**src/rtl/tod_pkg.sv**
```systemverilog
package tod_pkg;

  typedef logic [7:0] bcd2_t;

  // Next BCD value of a two-digit pair, without range wrap.
  function automatic bcd2_t bcd2_next(input bcd2_t v);
    bcd2_t r;
    if (v[3:0] == 4'd9) r = {v[7:4] + 4'd1, 4'd0};
    else                r = {v[7:4], v[3:0] + 4'd1};
    return r;
  endfunction

  // Binary value of a two-digit BCD pair.
  function automatic logic [6:0] bcd2_to_bin(input bcd2_t v);
    return 7'(v[7:4]) * 7'd10 + 7'(v[3:0]);
  endfunction

endpackage

```
**src/rtl/tod_prescaler.sv**
```systemverilog
module tod_prescaler #(
  parameter int TICKS_PER_SEC = 1000
) (
  input  logic clk,
  input  logic rst_n,
  input  logic tick,
  output logic sec_done,
  output logic first_half
);
  localparam int W = (TICKS_PER_SEC > 2) ? $clog2(TICKS_PER_SEC) : 1;
  localparam logic [W-1:0] LAST_C = W'(TICKS_PER_SEC - 1);
  localparam logic [W-1:0] HALF_C = W'(TICKS_PER_SEC / 2);

  logic [W-1:0] phase_q;

  assign sec_done   = tick && (phase_q == LAST_C);
  assign first_half = (phase_q < HALF_C);

  always_ff @(posedge clk or negedge rst_n) begin
    if (!rst_n)        phase_q <= '0;
    else if (sec_done) phase_q <= '0;
    else if (tick)     phase_q <= phase_q + W'(1);
  end
endmodule

```
**src/rtl/tod_unit.sv**
```systemverilog
module tod_unit
  import tod_pkg::*;
#(
  parameter int LAST = 59
) (
  input  logic  clk,
  input  logic  rst_n,
  input  logic  adv,
  input  logic  clr,
  output bcd2_t q,
  output logic  wrap
);
  localparam logic [6:0] LAST_B = 7'(LAST);

  logic at_last;
  assign at_last = (bcd2_to_bin(q) == LAST_B);
  assign wrap    = adv && !clr && at_last;

  always_ff @(posedge clk or negedge rst_n) begin
    if (!rst_n)   q <= '0;
    else if (clr) q <= '0;
    else if (adv) q <= at_last ? bcd2_t'(0) : bcd2_next(q);
  end
endmodule

```
**src/rtl/tod_keeper.sv**
```systemverilog
module tod_keeper
  import tod_pkg::*;
#(
  parameter int TICKS_PER_SEC = 1000
) (
  input  logic       clk,
  input  logic       lock_n,
  input  logic       tick,
  input  logic       set_mode,
  input  logic       bump_min,
  input  logic       bump_hour,
  output logic [7:0] hours_bcd,
  output logic [7:0] minutes_bcd,
  output logic [7:0] seconds_bcd,
  output logic [5:0] seconds_bin,
  output logic       show
);
  localparam int NUNITS = 3;
  localparam int LASTS [NUNITS] = '{59, 59, 23};

  logic sec_pulse, first_half;
  logic bump_m, bump_h, sec_adv;
  logic [NUNITS-1:0] adv_v, clr_v, wrap_v;
  bcd2_t q_v [NUNITS];

  tod_prescaler #(.TICKS_PER_SEC(TICKS_PER_SEC)) u_pre (
    .clk(clk), .rst_n(lock_n), .tick(tick),
    .sec_done(sec_pulse), .first_half(first_half)
  );

  assign bump_m  = set_mode && bump_min;
  assign bump_h  = set_mode && bump_hour;
  assign sec_adv = sec_pulse && !bump_m && !bump_h;

  // Cascade: 0 = seconds, 1 = minutes, 2 = hours
  assign adv_v[0] = sec_adv;
  assign clr_v[0] = bump_m;
  assign adv_v[1] = wrap_v[0] || bump_m;
  assign clr_v[1] = 1'b0;
  assign adv_v[2] = (wrap_v[1] && !bump_m) || bump_h;
  assign clr_v[2] = 1'b0;

  for (genvar i = 0; i < NUNITS; i++) begin : g_unit
    tod_unit #(.LAST(LASTS[i])) u_unit (
      .clk(clk), .rst_n(lock_n), .adv(adv_v[i]), .clr(clr_v[i]),
      .q(q_v[i]), .wrap(wrap_v[i])
    );
  end

  assign seconds_bcd = q_v[0];
  assign minutes_bcd = q_v[1];
  assign hours_bcd   = q_v[2];
  assign seconds_bin = 6'(bcd2_to_bin(q_v[0]));
  assign show        = !(set_mode && first_half);
endmodule

```
**config.mk**
```make
export PLATFORM = sky130hd
export DESIGN_NAME = tod_keeper
export DESIGN_NICKNAME = d
export VERILOG_FILES = /design/src/rtl/tod_pkg.sv /design/src/rtl/tod_prescaler.sv /design/src/rtl/tod_unit.sv /design/src/rtl/tod_keeper.sv
export SDC_FILE = /design/constraint.sdc
export NUM_CORES = 1
export LEC_CHECK = 0
export BUFFER_PORTS_ARGS = -buffer_cell sky130_fd_sc_hd__buf_2
export CAP_MARGIN = 20
export CORE_UTILIZATION = 55
export CTS_CLUSTER_DIAMETER = 150
export CTS_CLUSTER_SIZE = 10
export DETAILED_ROUTE_END_ITERATION = 10
export GPL_ROUTABILITY_DRIVEN = 0
export PLACE_DENSITY = 0.77
export SLEW_MARGIN = 40
export SYNTH_ARGS = -nofsm -noshare
export SYNTH_HDL_FRONTEND = slang
export SYNTH_SLANG_ARGS = --single-unit
```
**constraint.sdc**
```tcl
create_clock -name clk -period 3.42 [get_ports clk]
set_input_delay 0.171 -clock clk [delete_from_list [all_inputs] [get_ports clk]]
set_output_delay 0.171 -clock clk [all_outputs]
set_load 0.1 [all_outputs]
```
==> impl_metrics.toml <==
[synth]
ys_seq_area_frac = 0.3398
synth_edf_count = 0
syn_avg_cell_area_sq_um = 9.412
synth_seq_cells = 34
ys_types = 44
syn_nets = 306
synthCells = 266
syn-cell-area_sq_um = 2504
yosys_warnings = 0
dominantRegCellSynth = "dfrtp_1"
async_flop_share = 1.000

[floorplanning]
pin_count = 37
rows = 24
dieArea_sq_um = 4826
core-area_sq_um = 4354
initial_core_util = 0.5750
die_x_um = 69.47
die_h_um = 69.47

[timing]
finClkSkew_ns = 0.009509
period_share = 0.8408
whs_ns = 0.1699
relSlewSlack = 0.6527
setup_viol = 0
tightest_slew_ns = 0.5191
fin_setup_tns_ns = 0
finalCriticalPeriod_ns = 2.876
hold_viol_final = 0
slew_viol_final = 0
rsz0062_at_grt = "no"
fmax_mhz = 347.8

[clocking]
clkSlewWorstSetupHoldPaths_ns = 0.07
cts_buffers = 5
cts_buffer_depth = 2
clkLatencyLatePin_ns = 0.29
h-tree-depth = 2
cts_resized = 0
cts.sinks = 34
cts-root-buf = "clkbuf_8"
cts_tree = "done"

[layout]
final_cell_mix = "buf_2 (35), dfrtp_1 (29), ha_1 (28)"
fin_nets = 348
diodes = 0
final_common_cell = "buf_2"
drive_above_1_share = 0.2104
syn_to_final_growth_pct = 14.94
fill_cells = 363

[routing]
vias_per_cell = 5.731
drt_wl_total_mm = 4.857
via_count = 2069
wl_per_cell_um = 13.45
drt_iter0_drc = 112
drtAntennaViolNets = 0
drt-pass1-iter-count = 4
route.detailed.drc = 0

[worst_setup_path]
worstSetupEndpointType = "register"
cp_data_arrival_time_ns = 3.05
cpPeakStageDelay_ns = 0.52
worst-path-max-fanout = 11
crit_chain = "ha_1 > ha_1 > inv_1 > fa_1 > inv_1 > o22ai_1 > and4bb_2 > a31oi_1 > buf_4 > a21oi_2 > a32o_1"
cp_slowest_cell = "fa_1"
critPathTopFamily = "adder cells"
worst-path-buf-inv = 3
critPathKind = "reg2reg"
start_kind = "register"
crit_required_ns = 3.59

[global_routing]
grt_first_pass_wirelength_mm = 8.459
grt-ovfl-total = 0
grt_max_degree = 35
antenna_found_initial = 0
grt_pass1_vias = 1901
grtUsageTotal = 0.2155

[placement]
io_buffers = 36
hpwl_mm = 3.759

[job]
maxCapViolCount = 0

[worst_hold_path]
hp-class = "in2reg"

[status]
status = "completed"
## final timing paths
kind / start / endpoint / slack, ns / cells after the start
min in group asynchronous: lock_n / g_unit[0].u_unit.q[7] / 0.37 / 2
min: tick / u_pre.phase_q[1] / 0.17 / 2
min reg2reg: u_pre.phase_q[8] / u_pre.phase_q[8] / 0.50 / 1
max: g_unit[0].u_unit.q[5] / g_unit[1].u_unit.q[5] / 0.54 / 11
max in group asynchronous: lock_n / g_unit[0].u_unit.q[2] / 2.73 / 2
max reg2reg: g_unit[0].u_unit.q[5] / g_unit[1].u_unit.q[5] / 0.54 / 11
## kinds of logic after synthesis
logic type,synth area share
DFF,0.3398
and+or+nand+nor,0.2094
muxes,0.01749
buffers and inverters,0.04098
xor gates and xnor gates,0.04198
adders and majority gates,0.1879
AOI/OAI and AO/OA,0.1624
## sequential cells by signal, summed over array words and instances, names as in the netlist
register	cells
g_unit.u_unit.q	24
u_pre.phase_q	10
## cells in the mapped netlist, types with 4 or more instances
library cell | number | area (sq um)
dfrtp_1 | 34 | 850.8
ha_1 | 28 | 350.3
inv_1 | 22 | 82.58
nand2_1 | 22 | 82.58
nor2_1 | 20 | 75.07
nand3_1 | 14 | 70.07
a21oi_1 | 10 | 50.05
o21ai_0 | 9 | 45.04
a22o_1 | 7 | 61.31
nand4_1 | 7 | 43.79
o22ai_1 | 7 | 43.79
a31oi_1 | 6 | 37.54
and3_1 | 6 | 37.54
fa_1 | 6 | 120.1
xnor2_1 | 6 | 52.55
xor2_1 | 6 | 52.55
a21o_1 | 4 | 30.03
nand2b_1 | 4 | 25.02
nor2b_1 | 4 | 25.02
## worst reg2reg max path, cell delays in order (launching register included)
cell and delay, ns:
dfrtp_2 0.45, ha_1 0.30, ha_1 0.13, inv_1 0.04
fa_1 0.52, inv_1 0.06, o22ai_1 0.20, and4bb_2 0.31
a31oi_1 0.20, buf_4 0.20, a21oi_2 0.07, a32o_1 0.27
## metrics by stage
stage | instance area [sq um] | worst slack [ns] | std cells | util
final | 2878 | 0.5444 | 361 | 0.6609
after global routing | 2878 | 0.3813 | 361 | 0.6609
after detailed placement | 2783 | 0.5602 | 352 | 0.6391
after floorplan | 2550 | 0.06370 | 266 | -
after CTS | 2875 | 0.5485 | 361 | 0.6603
after global placement | 2783 | 0.5443 | 352 | 0.6391
## cell type report
type / instances / area, sq um / area share
flip-flops and latches: 34 / 857.1 / 0.2978
clock buffers: 6 / 72.57 / 0.02522
inverters: 22 / 82.58 / 0.02870
multi-input cells: 207 / 1590 / 0.5526
well taps: 52 / 65.06 / 0.02261
clock inverters: 2 / 10.01 / 0.003478
repair buffers: 38 / 200.2 / 0.06957
## metal layers
layer	vias to the layer above	part of all wire	GRT usage	wire length [um]
met5	-	0	0	0
met4	0	0.0076	0.05442	37
met3	5	0.035	0.04070	172
met2	45	0.47	0.3452	2278
met1	972	0.49	0.3021	2369
li1	1047	-	-	-
## timing repair
item | in CTS | in global routing
buffers inserted | 0 | 0
endpoints found under the hold margin | 34 | 0
hold buffers | 1 | 0
Power is left out: the tool's default activity adds up to more than one toggle a clock period on the data nets, which glitch-free logic cannot reach.
